[src/rtl/cnv_ser_pkg.sv]
package cnv_ser_pkg;

  typedef enum logic [1:0] {
    REQ_WRITE  = 2'd0,
    REQ_MASKED = 2'd1,
    REQ_RATE   = 2'd2
  } reqKind_t;

  // strobes from control to datapath
  typedef struct packed {
    logic     capture;
    reqKind_t kind;
    logic     loadFrame;
    logic     clkLow;
    logic     clkHigh;
    logic     frameEnd;
  } dpStrobe_t;

  typedef enum logic [2:0] {
    ST_IDLE  = 3'd0,
    ST_LOAD  = 3'd1,
    ST_SETUP = 3'd2,
    ST_LOW   = 3'd3,
    ST_HIGH  = 3'd4
  } ctrlState_t;

endpackage

[src/rtl/cnv_ser_ctrl.sv]
module cnv_ser_ctrl
  import cnv_ser_pkg::*;
#(
  parameter int NUM_CHIPS  = 2,
  parameter int CHIP_IDX_W = 2,
  parameter int PHASE_W    = 8,
  parameter int RATE_W     = 18,
  parameter int FRAME_W    = 16
) (
  input  logic                  clk,
  input  logic                  rstN,
  input  logic [PHASE_W-1:0]    phaseCycles,
  input  logic                  wrStart,
  input  logic [CHIP_IDX_W-1:0] wrChip,
  input  logic                  rmwStart,
  input  logic                  rateStart,
  input  logic [RATE_W-1:0]     rateHz,
  output dpStrobe_t             strobe,
  output logic [CHIP_IDX_W-1:0] curChip,
  output logic                  busy,
  output logic                  done,
  output logic                  reject
);

  localparam int BIT_W = $clog2(FRAME_W);
  localparam logic [BIT_W-1:0]      LAST_BIT  = BIT_W'(FRAME_W - 1);
  localparam logic [CHIP_IDX_W-1:0] LAST_CHIP = CHIP_IDX_W'(NUM_CHIPS - 1);

  ctrlState_t         state;
  logic [PHASE_W-1:0] phaseCnt;
  logic [PHASE_W-1:0] phaseLoad;
  logic [BIT_W-1:0]   bitIdx;
  logic               maskedRun;
  logic               phaseEnd;
  logic               wrOk;
  logic               rateGo;

  assign phaseLoad = (phaseCycles == '0) ? '0 : phaseCycles - PHASE_W'(1);
  assign phaseEnd  = (phaseCnt == '0);
  assign wrOk      = (int'(wrChip) < NUM_CHIPS);
  assign rateGo    = rateStart && (rateHz != '0);
  assign busy      = (state != ST_IDLE);

  always_comb begin
    strobe = '0;
    strobe.kind = REQ_WRITE;
    unique case (state)
      ST_IDLE: begin
        if (wrStart) begin
          strobe.capture = wrOk;
          strobe.kind    = REQ_WRITE;
        end else if (rmwStart) begin
          strobe.capture = 1'b1;
          strobe.kind    = REQ_MASKED;
        end else if (rateGo) begin
          strobe.capture = 1'b1;
          strobe.kind    = REQ_RATE;
        end
      end
      ST_LOAD:  strobe.loadFrame = 1'b1;
      ST_SETUP: strobe.clkLow = phaseEnd;
      ST_LOW:   strobe.clkHigh = phaseEnd;
      ST_HIGH: begin
        if (phaseEnd) begin
          if (bitIdx == '0) strobe.frameEnd = 1'b1;
          else              strobe.clkLow   = 1'b1;
        end
      end
      default: ;
    endcase
  end

  always_ff @(posedge clk) begin
    if (!rstN) begin
      state     <= ST_IDLE;
      phaseCnt  <= '0;
      bitIdx    <= '0;
      curChip   <= '0;
      maskedRun <= 1'b0;
      done      <= 1'b0;
      reject    <= 1'b0;
    end else begin
      done   <= 1'b0;
      reject <= 1'b0;
      unique case (state)
        ST_IDLE: begin
          if (wrStart) begin
            if (wrOk) begin
              state     <= ST_LOAD;
              curChip   <= wrChip;
              maskedRun <= 1'b0;
            end else begin
              reject <= 1'b1;
            end
          end else if (rmwStart || rateGo) begin
            state     <= ST_LOAD;
            curChip   <= '0;
            maskedRun <= 1'b1;
          end
        end
        ST_LOAD: begin
          state    <= ST_SETUP;
          phaseCnt <= phaseLoad;
        end
        ST_SETUP: begin
          if (phaseEnd) begin
            state    <= ST_LOW;
            phaseCnt <= phaseLoad;
            bitIdx   <= LAST_BIT;
          end else begin
            phaseCnt <= phaseCnt - PHASE_W'(1);
          end
        end
        ST_LOW: begin
          if (phaseEnd) begin
            state    <= ST_HIGH;
            phaseCnt <= phaseLoad;
          end else begin
            phaseCnt <= phaseCnt - PHASE_W'(1);
          end
        end
        ST_HIGH: begin
          if (phaseEnd) begin
            if (bitIdx == '0) begin
              if (maskedRun && (curChip != LAST_CHIP)) begin
                curChip <= curChip + CHIP_IDX_W'(1);
                state   <= ST_LOAD;
              end else begin
                state <= ST_IDLE;
                done  <= 1'b1;
              end
            end else begin
              bitIdx   <= bitIdx - BIT_W'(1);
              state    <= ST_LOW;
              phaseCnt <= phaseLoad;
            end
          end else begin
            phaseCnt <= phaseCnt - PHASE_W'(1);
          end
        end
        default: state <= ST_IDLE;
      endcase
    end
  end

endmodule

[src/rtl/cnv_ser_datapath.sv]
module cnv_ser_datapath
  import cnv_ser_pkg::*;
#(
  parameter int NUM_CHIPS  = 2,
  parameter int CHIP_IDX_W = 2,
  parameter int ADDR_W     = 5,
  parameter int DATA_W     = 8,
  parameter int RATE_W     = 18,
  parameter int DEV_ADDR   = 2,
  parameter int RATE_REG   = 2,
  parameter int RATE_HI    = 108000,
  parameter int RATE_MID   = 54000
) (
  input  logic                  clk,
  input  logic                  rstN,
  input  dpStrobe_t             strobe,
  input  logic [CHIP_IDX_W-1:0] curChip,
  input  logic [ADDR_W-1:0]     wrAddr,
  input  logic [DATA_W-1:0]     wrData,
  input  logic [ADDR_W-1:0]     rmwAddr,
  input  logic [DATA_W-1:0]     rmwMask,
  input  logic [DATA_W-1:0]     rmwValue,
  input  logic [RATE_W-1:0]     rateHz,
  output logic                  serClk,
  output logic                  serData,
  output logic [NUM_CHIPS-1:0]  serSelN
);

  localparam int FRAME_W = 2 + 1 + ADDR_W + DATA_W;
  localparam int REGS    = 2 ** ADDR_W;
  localparam int SEL_W   = (NUM_CHIPS > 1) ? $clog2(NUM_CHIPS) : 1;
  localparam logic [1:0]        DEV_BITS   = 2'(DEV_ADDR);
  localparam logic [DATA_W-1:0] RATE_FIELD = DATA_W'(8'h0F);
  localparam logic [DATA_W-1:0] CODE_HI    = DATA_W'(8'h0A);
  localparam logic [DATA_W-1:0] CODE_MID   = DATA_W'(8'h05);

  logic [ADDR_W-1:0]  opAddr;
  logic [DATA_W-1:0]  opMask;
  logic [DATA_W-1:0]  opValue;
  logic [DATA_W-1:0]  frameByte;
  logic [DATA_W-1:0]  nextByte;
  logic [DATA_W-1:0]  rateCode;
  logic [FRAME_W-1:0] shiftQ;
  logic [NUM_CHIPS-1:0] selNext;
  logic [SEL_W-1:0]   chipSel;
  logic [DATA_W-1:0]  shadowMem [NUM_CHIPS][REGS];

  assign chipSel = SEL_W'(curChip);

  always_comb begin
    if (rateHz > RATE_W'(RATE_HI))       rateCode = CODE_HI;
    else if (rateHz > RATE_W'(RATE_MID)) rateCode = CODE_MID;
    else                                 rateCode = '0;
  end

  // a direct write is a masked update with every bit selected
  assign nextByte = (shadowMem[chipSel][opAddr] & ~opMask) | (opValue & opMask);

  for (genvar i = 0; i < NUM_CHIPS; i++) begin : g_sel
    assign selNext[i] = (curChip != CHIP_IDX_W'(i));
  end

  always_ff @(posedge clk) begin
    if (!rstN) begin
      opAddr    <= '0;
      opMask    <= '0;
      opValue   <= '0;
      frameByte <= '0;
      shiftQ    <= '0;
      serClk    <= 1'b1;
      serData   <= 1'b1;
      serSelN   <= '1;
      for (int c = 0; c < NUM_CHIPS; c++)
        for (int r = 0; r < REGS; r++)
          shadowMem[c][r] <= '0;
    end else begin
      if (strobe.capture) begin
        unique case (strobe.kind)
          REQ_MASKED: begin
            opAddr  <= rmwAddr;
            opMask  <= rmwMask;
            opValue <= rmwValue;
          end
          REQ_RATE: begin
            opAddr  <= ADDR_W'(RATE_REG);
            opMask  <= RATE_FIELD;
            opValue <= rateCode;
          end
          default: begin
            opAddr  <= wrAddr;
            opMask  <= '1;
            opValue <= wrData;
          end
        endcase
      end
      if (strobe.loadFrame) begin
        shiftQ    <= {DEV_BITS, 1'b1, opAddr, nextByte};
        frameByte <= nextByte;
        serSelN   <= selNext;
      end
      if (strobe.clkLow) begin
        serClk  <= 1'b0;
        serData <= shiftQ[FRAME_W-1];
        shiftQ  <= {shiftQ[FRAME_W-2:0], 1'b0};
      end
      if (strobe.clkHigh) serClk <= 1'b1;
      if (strobe.frameEnd) begin
        serClk  <= 1'b1;
        serData <= 1'b1;
        serSelN <= '1;
        shadowMem[chipSel][opAddr] <= frameByte;
      end
    end
  end

endmodule

[src/rtl/cnv_serial_writer.sv]
module cnv_serial_writer
  import cnv_ser_pkg::*;
#(
  parameter int NUM_CHIPS  = 2,
  parameter int CHIP_IDX_W = 2,
  parameter int PHASE_W    = 8,
  parameter int RATE_W     = 18,
  parameter int DEV_ADDR   = 2,
  parameter int RATE_REG   = 2,
  parameter int RATE_HI    = 108000,
  parameter int RATE_MID   = 54000
) (
  input  logic                  clk,
  input  logic                  rstN,
  input  logic [PHASE_W-1:0]    phaseCycles,
  input  logic                  wrStart,
  input  logic [CHIP_IDX_W-1:0] wrChip,
  input  logic [4:0]            wrAddr,
  input  logic [7:0]            wrData,
  input  logic                  rmwStart,
  input  logic [4:0]            rmwAddr,
  input  logic [7:0]            rmwMask,
  input  logic [7:0]            rmwValue,
  input  logic                  rateStart,
  input  logic [RATE_W-1:0]     rateHz,
  output logic                  serClk,
  output logic                  serData,
  output logic [NUM_CHIPS-1:0]  serSelN,
  output logic                  busy,
  output logic                  done,
  output logic                  reject
);

  localparam int ADDR_W  = 5;
  localparam int DATA_W  = 8;
  localparam int FRAME_W = 2 + 1 + ADDR_W + DATA_W;

  dpStrobe_t             strobe;
  logic [CHIP_IDX_W-1:0] curChip;

  cnv_ser_ctrl #(
    .NUM_CHIPS(NUM_CHIPS), .CHIP_IDX_W(CHIP_IDX_W), .PHASE_W(PHASE_W),
    .RATE_W(RATE_W), .FRAME_W(FRAME_W)
  ) ctrl (
    .clk(clk), .rstN(rstN), .phaseCycles(phaseCycles),
    .wrStart(wrStart), .wrChip(wrChip), .rmwStart(rmwStart),
    .rateStart(rateStart), .rateHz(rateHz),
    .strobe(strobe), .curChip(curChip),
    .busy(busy), .done(done), .reject(reject)
  );

  cnv_ser_datapath #(
    .NUM_CHIPS(NUM_CHIPS), .CHIP_IDX_W(CHIP_IDX_W), .ADDR_W(ADDR_W),
    .DATA_W(DATA_W), .RATE_W(RATE_W), .DEV_ADDR(DEV_ADDR),
    .RATE_REG(RATE_REG), .RATE_HI(RATE_HI), .RATE_MID(RATE_MID)
  ) dp (
    .clk(clk), .rstN(rstN), .strobe(strobe), .curChip(curChip),
    .wrAddr(wrAddr), .wrData(wrData), .rmwAddr(rmwAddr),
    .rmwMask(rmwMask), .rmwValue(rmwValue), .rateHz(rateHz),
    .serClk(serClk), .serData(serData), .serSelN(serSelN)
  );

endmodule

[config.mk]
export PLATFORM = sky130hd
export DESIGN_NAME = cnv_serial_writer
export DESIGN_NICKNAME = d
export VERILOG_FILES = /design/src/rtl/cnv_ser_pkg.sv /design/src/rtl/cnv_ser_ctrl.sv /design/src/rtl/cnv_ser_datapath.sv /design/src/rtl/cnv_serial_writer.sv
export SDC_FILE = /design/constraint.sdc
export NUM_CORES = 1
export LEC_CHECK = 0
export ABC_CLOCK_PERIOD_IN_PS = 8100
export BUFFER_PORTS_ARGS = -buffer_cell sky130_fd_sc_hd__buf_2
export CORE_MARGIN = 2
export CORE_UTILIZATION = 45
export CTS_BUF_LIST = sky130_fd_sc_hd__clkbuf_2 sky130_fd_sc_hd__clkbuf_4 sky130_fd_sc_hd__clkbuf_8
export DETAILED_ROUTE_END_ITERATION = 6
export PLACE_DENSITY = 0.68
export SLEW_MARGIN = 20
export SYNTH_ARGS = -nofsm -noshare
export SYNTH_HDL_FRONTEND = slang
export SYNTH_SLANG_ARGS = --single-unit
[constraint.sdc]
create_clock -name clk -period 8.1 [get_ports clk]
set_clock_uncertainty 0.2 [all_clocks]
set_input_delay 1.215 -clock clk [delete_from_list [all_inputs] [get_ports clk]]
set_output_delay 1.215 -clock clk [all_outputs]
set_load 0.05 [all_outputs]
==> flow_metrics.tcl, run 1 <==
set metrics [dict create \
    cts-root-buf "clkbuf_8" \
    regToRegSetupSlack_ns 3.71 \
    insertion_delay_ns 0.70 \
    post_cts_buffers 0 \
    clock_path_buffers 3 \
    yosys.area.top_type "edfxtp_1" \
    final_antenna_net_count 0 \
    critPathSlowestCell "buf_4" \
    worstHoldPathType "flop to flop" \
    async_flop_share 0 \
    post-route-period-util 0.542 \
    die_y_um 243 \
    wl_per_cell_um 28.1 \
    slew_viol_final 0 \
    grt_max_degree 84 \
    grt_overflow 0 \
    totalWireLength_mm 76.5 \
    path_cells "buf_4 > buf_4 > mux4_2 > a22o_1 > a222oi_1 > o2111ai_1 > o31a_1 > a21o_1" \
    outcome "complete, no violations" \
    syn_area_per_cell_um2 14.3 \
    crit_path_max_incr_delay_ns 0.73 \
    grt_pass1_wl_mm 113 \
    final_common_cell "edfxtp_1" \
    drv_cap 0 \
    vias_per_cell 6.24 \
    startpoint_type "flop" \
    area_growth_pct 12.4 \
    syn_inst 1797 \
    io_pins 74 \
    ys_ff_latch 582 \
    filler_cell_count 4742 \
    relSlewSlack 0.264 \
    cts_max_level 3 \
    cp-startpoint "dp.opAddr[1]" \
    start_util 0.455 \
    whs_ns 0.260 \
    portBuffers 73 \
    setup_viol 0 \
    cts_buffers 92 \
    dr.pass1.iters 6 \
    die_w_um 243 \
    cts_repair_resize_count 0 \
    rsz0062_at_grt "no" \
    leakage_uw 0.0104 \
    rr_worst_depth 8 \
    synth-warning-count 0 \
    synthTopCellsByArea "edfxtp_1 60%, mux4_2 8.4%, dfxtp_1 5.5%" \
    tightest_slew_ns 1.09 \
    dp_cells 2554 \
    rows 87 \
    yosys.area.top_type_share 0.599 \
    core_mm2 0.0564 \
    vias 17000 \
    seq_area_frac_synth 0.653 \
    cpMostUsedCell "buf_4" \
    ys.flop_type "edfxtp_1" \
    max-vdd-ir-drop_mv 0.211 \
    grt_use_total 0.259 \
    worst_r2r_endpoint "dp.frameByte[3]" \
    synth_edf_count 512 \
    final_cells 2719 \
    antenna_found_initial 3 \
    grt_pass1_vias 16700 \
    drc 0 \
    drtIter0Drc 2435 \
    critical-path-top-delay-family "compound AO/OA/AOI/OAI gates" \
    clkTransAtPathRegs_ns 0.07 \
    path_depth 8 \
    critPathKind "flop to flop" \
    finalNetCount 1968 \
    crit_required_ns 8.50 \
    max_freq_mhz 228 \
    power.total_uw 8390 \
    finalSetupTns_ns 0 \
    power_density_mw_per_mm2 291 \
    die_area_mm2 0.0590 \
    cp-endpoint "dp.frameByte[3]" \
    hold_viol_final 0 \
    final_cell_mix "512 x edfxtp_1, 193 x and2_1, 102 x nor2_1" \
    dpl.hpwl_mm 46.8 \
    cp_num_buf_inv 2 \
    drive_above_1_share 0.225 \
    cts_tree "done" \
    min_period_ns 4.39 \
    yosysUniqueCellTypes 74 \
    synth_fp_nets 1873 \
    ctsHoldBuffers 0 \
    end_kind "flop" \
    crit_fanout 50 \
    worstReg2RegStart "dp.opAddr[1]" \
    gp_congestion 0.953 \
    synth_area_mm2 0.0257 \
    arrival_ns 4.78 \
    clkSinkCount 582 \
]
-- Yosys cell counts, types with 10 or more instances --
| cell | count |
|---|---|
| o22ai_1 | 40 |
| a22oi_1 | 26 |
| nand2b_1 | 13 |
| mux2_2 | 15 |
| buf_6 | 11 |
| buf_4 | 10 |
| edfxtp_1 | 512 |
| mux4_2 | 96 |
| a21oi_1 | 55 |
| a211oi_1 | 23 |
| nor2_1 | 102 |
| dfxtp_1 | 70 |
| buf_2 | 20 |
| nand3_1 | 27 |
| or3_1 | 10 |
| nor3_1 | 22 |
| and3_1 | 42 |
| mux2i_1 | 64 |
| nor2b_1 | 11 |
| clkbuf_1 | 89 |
| nand2_1 | 65 |
| o21ai_0 | 91 |
| and2_1 | 193 |
| inv_1 | 31 |
| nor2_2 | 18 |
-- metrics by stage --
stage / cell area [µm²] / util / worst slack, ns
detailed placement: 26900 / 0.476 / 3.56
global route: 28900 / 0.512 / 3.64
floorplan: 25700 / - / 4.41
finish: 28900 / 0.512 / 3.71
CTS: 28900 / 0.512 / 3.85
global placement: 26900 / 0.476 / 3.74
-- tightest hold or removal path: cells and delay by family, from the launching register on --
family           cells  cell delay [ns]
DFF                  1             0.31
and+or+nand+nor      1             0.05
muxes                1             0.05
-- how the worst min path moves through the flow --
| stage | start | endpoint | slack [ns] | cells past startpoint |
|---|---|---|---|---|
| 2_1_floorplan | dp.shiftQ[10] | dp.shiftQ[10] | 0.24 | 2 |
| 3_3_place_gp | dp.shiftQ[9] | dp.shiftQ[9] | 0.24 | 2 |
| 3_5_place_dp | ctrl.curChip[1] | ctrl.curChip[1] | 0.25 | 2 |
| 4_1_cts | ctrl.curChip[1] | ctrl.curChip[1] | 0.26 | 2 |
| 5_1_grt | ctrl.curChip[1] | ctrl.curChip[1] | 0.28 | 2 |
| 6_report | ctrl.curChip[1] | ctrl.curChip[1] | 0.26 | 2 |
-- registers in the layout (all words and copies together) (netlist names), named ones only --
name / cells
ctrl.bitIdx: 4
ctrl.state: 3
ctrl.done: 1
dp.frameByte: 8
dp.serClk: 1
ctrl.phaseCnt: 8
dp.opMask: 8
dp.shiftQ: 16
ctrl.maskedRun: 1
ctrl.curChip: 2
dp.serSelN: 2
dp.shadowMem: 512
ctrl.reject: 1
dp.opValue: 8
dp.opAddr: 5
dp.serData: 1
-- cell type report --
class / instances / area [µm²] / area share
Tap cell: 756 / 946 / 0.0328
Antenna cell: 1 / 2.50 / 0.0000867
Sequential cell: 582 / 16800 / 0.581
Clock buffer: 122 / 1530 / 0.0530
Timing Repair Buffer: 136 / 851 / 0.0295
Multi-Input combinational cell: 1048 / 8180 / 0.283
Inverter: 32 / 120 / 0.00416
Clock inverter: 42 / 457 / 0.0158
-- kinds of logic (layout without fill, tap and decap cells) --
family                   after synthesis  in the layout  share of synthesized area
flip-flops                           582            582                      0.653
multiplexers                         175            175                      0.116
adder cells (fa/ha/maj)                9              9                    0.00439
buffers and inverters                167            332                     0.0301
other                                  0              1                          0
AND/OR/NAND/NOR                      554            554                      0.120
AO/OA/AOI/OAI                        308            308                     0.0755
XOR/XNOR                               2              2                   0.000682
-- power by group --
| part | internal (µW) | switching, µW | total (µW) |
|---|---|---|---|
| clock network | 1550 | 1190 | 2740 |
| logic | 634 | 1400 | 2040 |
| registers | 3460 | 159 | 3620 |
-- routing by layer --
layer | vias up | global-route usage | part of all wire | wire [µm]
met5 | - | 0 | 0.00044 | 34
met4 | 4 | 0.101 | 0.040 | 3070
met3 | 219 | 0.0767 | 0.12 | 9250
met2 | 1182 | 0.393 | 0.45 | 34500
met1 | 8501 | 0.352 | 0.39 | 29600
li1 | 7063 | - | - | -
Power figures use the tool's default switching activity.
==> inputs of run 2 (changes only) <==
--- a/config.mk
+++ b/config.mk
@@ -5,13 +5,13 @@
 export SDC_FILE = /design/constraint.sdc
 export NUM_CORES = 1
 export LEC_CHECK = 0
-export ABC_CLOCK_PERIOD_IN_PS = 8100
+export ABC_CLOCK_PERIOD_IN_PS = 3700
 export BUFFER_PORTS_ARGS = -buffer_cell sky130_fd_sc_hd__buf_2
 export CORE_MARGIN = 2
 export CORE_UTILIZATION = 45
 export CTS_BUF_LIST = sky130_fd_sc_hd__clkbuf_2 sky130_fd_sc_hd__clkbuf_4 sky130_fd_sc_hd__clkbuf_8
 export DETAILED_ROUTE_END_ITERATION = 6
-export PLACE_DENSITY = 0.68
+export PLACE_DENSITY = 0.7
 export SLEW_MARGIN = 20
 export SYNTH_ARGS = -nofsm -noshare
 export SYNTH_HDL_FRONTEND = slang
==> constraint.sdc (replaced) <==
create_clock -name clk -period 3.7 [get_ports clk]
set_clock_uncertainty 0.2 [all_clocks]
set_input_delay 0.555 -clock clk [delete_from_list [all_inputs] [get_ports clk]]
set_output_delay 0.555 -clock clk [all_outputs]
set_load 0.05 [all_outputs]
==> run 2 against run 1 <==
  * Global-route usage decreased by 0.32 points
  * Die area unchanged
  * Wire length decreased by 1.0%
  * Via count increased by 2.0%
  * Power increased by 110%
  * Non-clock buffer count increased by 110
  * Cell count increased by 4.0%
  * Highest routed layer unchanged
  * Maximum frequency increased by 23%
  * Worst hold slack got worse by 0.23 ns
  * Sequential power increased by 120%
==> flow_metrics.tcl, run 2 (synthesis gave the netlist of run 1 again) <==
set metrics [dict create \
    worstHoldPathType "primary input to flop" \
    whs_ns 0.0286 \
    filler_cell_count 4646 \
    rsz0062_at_grt "no" \
    power_density_mw_per_mm2 604 \
    wl_per_cell_um 26.8 \
    cts-root-buf "clkbuf_8" \
    vias 17300 \
    dp_cells 2655 \
    dpl.hpwl_mm 49.4 \
    clkSinkCount 582 \
    crit_required_ns 3.87 \
    final_common_cell "edfxtp_1" \
    final_antenna_net_count 0 \
    worstReg2RegStart "ctrl.bitIdx[0]" \
    totalWireLength_mm 75.7 \
    grt_use_total 0.256 \
    tightest_slew_ns 0.972 \
    worst_r2r_endpoint "dp.shadowMem[1][132]" \
    startpoint_type "flop" \
    antenna_found_initial 5 \
    outcome "complete, no violations" \
    grt_overflow 0 \
    relSlewSlack 0.351 \
    worstHoldEndpoint "dp.opValue[2]" \
    start_util 0.455 \
    max_freq_mhz 281 \
    die_area_mm2 0.0590 \
    slew_viol_final 0 \
    final_cell_mix "512 x edfxtp_1, 193 x and2_1, 158 x buf_4" \
    die_w_um 243 \
    gp_congestion 1.01 \
    setup_viol 0 \
    clkTransAtPathRegs_ns 0.06 \
    grt_pass1_vias 17000 \
    cts_tree "done" \
    finalSetupTns_ns 0 \
    area_growth_pct 15.1 \
    portBuffers 73 \
    grt_max_degree 48 \
    vias_per_cell 6.12 \
    core_mm2 0.0564 \
    arrival_ns 3.72 \
    final_cells 2828 \
    drv_cap 0 \
    leakage_uw 0.0109 \
    dr.pass1.iters 7 \
    rr_worst_depth 8 \
    end_kind "flop" \
    post-route-period-util 0.961 \
    drive_above_1_share 0.260 \
    io_pins 74 \
    top_regs "dp.shadowMem: 512 flops, dp.shiftQ: 16 flops" \
    clock_path_buffers 3 \
    rows 87 \
    hold_viol_final 0 \
    largest_register "dp.shadowMem" \
    cts_max_level 3 \
    drtIter0Drc 2345 \
    largest_reg_flops 512 \
    regToRegSetupSlack_ns 0.14 \
    insertion_delay_ns 0.68 \
    setup_ws_ns 0.144 \
    die_y_um 243 \
    whs_path_depth 3 \
    cts_buffers 92 \
    drc 0 \
    min-delay-start "rmwValue[2]" \
    critPathKind "flop to flop" \
    min_period_ns 3.56 \
    crit_fanout 8 \
    max-vdd-ir-drop_mv 0.336 \
    grt_pass1_wl_mm 111 \
    dp_slack_ns 0.195 \
    finalNetCount 2078 \
]
-- run 2: cell count changes in the layout (fill, tap and decap cells not counted), moves of 3 or more --
| cell | before | now |
|---|---|---|
| clkinv_2 | 7 | 14 |
| clkbuf_4 | 24 | 21 |
| o21ai_0 | 63 | 91 |
| clkbuf_8 | 98 | 101 |
| bufinv_16 | 10 | 1 |
| buf_4 | 62 | 158 |
| clkinv_1 | 23 | 20 |
| inv_1 | 26 | 31 |
| dlygate4sd3_1 | 0 | 9 |
| o21ai_1 | 32 | 4 |
| buf_12 | 1 | 6 |
-- run 2: worst max-delay path by stage --
stage                              start                   end  slack, ns  cells past startpoint
final                     ctrl.bitIdx[0]  dp.shadowMem[1][132]       0.14                      8
after global routing      ctrl.bitIdx[0]  dp.shadowMem[1][132]       0.07                      8
after CTS                 ctrl.bitIdx[0]  dp.shadowMem[1][138]       0.16                      9
after detailed placement  ctrl.bitIdx[0]  dp.shadowMem[1][140]       0.20                      9
after global placement    ctrl.bitIdx[0]   dp.shadowMem[1][77]       0.21                      9
after floorplan           ctrl.bitIdx[0]   dp.shadowMem[0][80]       0.39                      9
-- run 2: critical path, cell delays in order (launching register included) --
cell     delay, ns
dfxtp_1       0.33
inv_1         0.10
ha_1          0.17
or3b_1        0.44
nor4_4        0.33
nand2_1       0.27
or3_1         0.77
o21ai_0       0.40
buf_4         0.23
-- run 2: repair_timing --
item / in CTS / in global routing
hold buffers: 9 / 0
setup endpoints to repair: 0 / 7
resized for setup: 0 / 1
endpoints found under the hold margin: 10 / 0
setup buffers: 0 / 0
-- run 2: cell type report --
cell class / count / area, µm² / area share
Timing Repair Buffer: 246 / 1760 / 0.0596
Antenna cell: 2 / 5.00 / 0.000169
Multi-Input combinational cell: 1048 / 8170 / 0.276
Clock inverter: 40 / 215 / 0.00728
Tap cell: 756 / 946 / 0.0320
Sequential cell: 582 / 16800 / 0.568
Inverter: 32 / 120 / 0.00406
Clock buffer: 122 / 1550 / 0.0524
-- run 2: power by group --
part / internal (µW) / switching (µW) / total, µW
Clock: 2790 / 2500 / 5290
Combinational: 1570 / 2970 / 4540
Sequential: 7570 / 454 / 8020
-- run 2: per-layer routing --
| metal | global-route usage | part of all wire | wire length (µm) | vias up |
|---|---|---|---|---|
| met4 | 0.100 | 0.041 | 3080 | 2 |
| li1 | - | - | - | 7276 |
| met1 | 0.345 | 0.38 | 28700 | 8589 |
| met2 | 0.389 | 0.45 | 34200 | 1218 |
| met5 | 0 | 0.00017 | 13 | - |
| met3 | 0.0771 | 0.13 | 9750 | 219 |
-- run 2: metrics by stage --
step / area [µm²] / power [µW] / util
6_report: 29500 / 17800 / 0.524
5_1_grt: 29500 / 18400 / 0.524
4_1_cts: 29500 / 17800 / 0.524
3_5_place_dp: 27700 / 12500 / 0.491
3_3_place_gp: 27700 / 12400 / 0.491
2_1_floorplan: 25700 / 10700 / -
==> inputs of run 3 (changes only) <==
--- a/config.mk
+++ b/config.mk
@@ -9,7 +9,7 @@
 export BUFFER_PORTS_ARGS = -buffer_cell sky130_fd_sc_hd__buf_2
 export CORE_MARGIN = 2
 export CORE_UTILIZATION = 45
-export CTS_BUF_LIST = sky130_fd_sc_hd__clkbuf_2 sky130_fd_sc_hd__clkbuf_4 sky130_fd_sc_hd__clkbuf_8
+export CTS_BUF_LIST = sky130_fd_sc_hd__clkbuf_4
 export DETAILED_ROUTE_END_ITERATION = 6
 export PLACE_DENSITY = 0.7
 export SLEW_MARGIN = 20
==> run 3 against run 2 <==
  * Non-clock buffer count rose by 49
  * Final area rose by 2.3%
  * Maximum frequency down 1.6%
  * Critical endpoint is now dp.shadowMem[1][142]
  * Largest power group unchanged
==> flow_metrics.tcl, run 3 (synthesis gave the netlist of run 1 again) <==
set metrics [dict create \
    worstHoldPathType "primary input to flop" \
    multi_input_area_mm2 0.00817 \
    die_y_um 243 \
    clkSinkCount 582 \
    vias_per_cell 5.99 \
    arrival_ns 4.09 \
    tightest_slew_ns 0.964 \
    die_w_um 243 \
    area_growth_pct 17.7 \
    vias 17800 \
    filler_cell_count 4602 \
    cts_max_level 4 \
    post-route-period-util 0.977 \
    cpMostUsedCell "buf_4" \
    grt_pass1_vias 18000 \
    totalWireLength_mm 77.0 \
    end_kind "flop" \
    grt_use_total 0.264 \
    final_cell_mix "512 x edfxtp_1, 224 x clkbuf_4, 193 x and2_1" \
    post_cts_buffers 0 \
    seqCellArea_mm2 0.0168 \
    wl_per_cell_um 25.9 \
    die_area_mm2 0.0590 \
    drtIter0Drc 2529 \
    rows 87 \
    setup_viol 0 \
    cts_buffers 146 \
    final_antenna_net_count 0 \
    portBuffers 73 \
    clock_path_buffers 3 \
    startpoint_type "flop" \
    hold_viol_final 0 \
    core_mm2 0.0564 \
    max_freq_mhz 277 \
    whs_path_depth 7 \
    dr.pass1.iters 6 \
    power.total_uw 18300 \
    path_depth 9 \
    io_pins 74 \
    crit_required_ns 4.18 \
    finalNetCount 2181 \
    rsz0062_at_grt "no" \
    cts-root-buf "clkbuf_4" \
    outcome "complete, no violations" \
    antenna_found_initial 7 \
    crit_fanout 8 \
    critPathKind "flop to flop" \
    grt_pass1_wl_mm 114 \
    grt_overflow 0 \
    critPathSlowestCell "or3_1" \
    drc 0 \
    final_common_cell "edfxtp_1" \
    start_util 0.455 \
    largest_reg_flops 512 \
    drive_above_1_share 0.286 \
    path_cells "inv_1 > ha_1 > or3b_1 > nor4_4 > nand2_1 > buf_4 > or3_1 > o21ai_0 > buf_4" \
    crit_path_max_incr_delay_ns 0.65 \
    slew_viol_final 0 \
    power_density_mw_per_mm2 606 \
    critical-path-top-delay-family "simple AND/OR/NAND/NOR gates" \
    top_regs "dp.shadowMem: 512 flops, dp.shiftQ: 16 flops" \
    drv_cap 0 \
    cp_num_buf_inv 3 \
    min_period_ns 3.61 \
    max-vdd-ir-drop_mv 0.418 \
    insertion_delay_ns 1.02 \
    grt_max_degree 48 \
    gp_congestion 1.01 \
    rr_worst_depth 9 \
    finalSetupTns_ns 0 \
    largest_register "dp.shadowMem" \
    cts_tree "done" \
    dpl.hpwl_mm 49.4 \
    leakage_uw 0.0113 \
    relSlewSlack 0.357 \
    clkTransAtPathRegs_ns 0.06 \
]
## run 3: cell count changes in the layout (fill, tap and decap cells not counted)
cell,previous run,this run
clkinv_2,14,3
clkbuf_4,21,224
inv_6,2,0
diode_2,2,9
clkinv_1,20,21
clkbuf_8,101,0
inv_2,1,6
bufinv_16,1,4
clkinvlp_4,3,1
dlygate4sd3_1,9,58
## run 3: routing by layer
layer / vias up / track usage / part of all wire
met1: 8800 / 0.346 / 0.37
li1: 7582 / - / -
met2: 1236 / 0.397 / 0.45
met5: - / 0 / 0.00038
met3: 226 / 0.0860 / 0.13
met4: 4 / 0.127 / 0.044
## run 3: worst paths after layout
| check | slack, ns | endpoint | from |
|---|---|---|---|
| max | 0.09 | dp.shadowMem[1][142] | ctrl.bitIdx[0] |
| min | 0.15 | ctrl.maskedRun | rateStart |
| max reg2reg | 0.09 | dp.shadowMem[1][142] | ctrl.bitIdx[0] |
| min reg2reg | 0.25 | dp.shiftQ[9] | dp.shiftQ[9] |
## run 3: layout make-up
type                    instances  area share
well taps                     756      0.0313
diodes                          9    0.000745
flip-flops and latches        582       0.555
clock buffers                 224      0.0557
clock inverters                34     0.00795
repair buffers                295      0.0745
inverters                      32     0.00398
multi-input cells            1048       0.270
## run 3: worst reg2reg max path: cells and delay by family, from the launching register on
family	cells	cell delay [ns]
adder cells (fa/ha/maj)	1	0.17
AND/OR/NAND/NOR	4	1.70
AO/OA/AOI/OAI	1	0.34
buffers and inverters	3	0.57
flip-flops	1	0.33
## run 3: timing repair
item	4_1_cts	5_1_grt
hold buffers	58	0
setup endpoints to repair	0	5
gates resized for setup	0	1
endpoints found under the hold margin	43	0
## run 3: power by group
part,switching (µW),total (µW),internal [µW]
sequential,450,8010,7560
clock,2600,5630,3030
combinational,2990,4650,1660
total,6050,18300,12200
## run 3: through the flow
| stage | area (µm²) | instances | util | hold WS [ns] | setup WS [ns] |
|---|---|---|---|---|---|
| 6_report | 30200 | 2980 | 0.536 | 0.146 | 0.0860 |
| 5_1_grt | 30200 | 2974 | 0.536 | 0.196 | 0.00393 |
| 4_1_cts | 30200 | 2971 | 0.535 | 0.0842 | 0.140 |
| 3_5_place_dp | 27700 | 2655 | 0.491 | 0.250 | 0.195 |
| 3_3_place_gp | 27700 | 2655 | 0.491 | 0.242 | 0.214 |
| 2_1_floorplan | 25700 | 1797 | - | 0.236 | 0.388 |
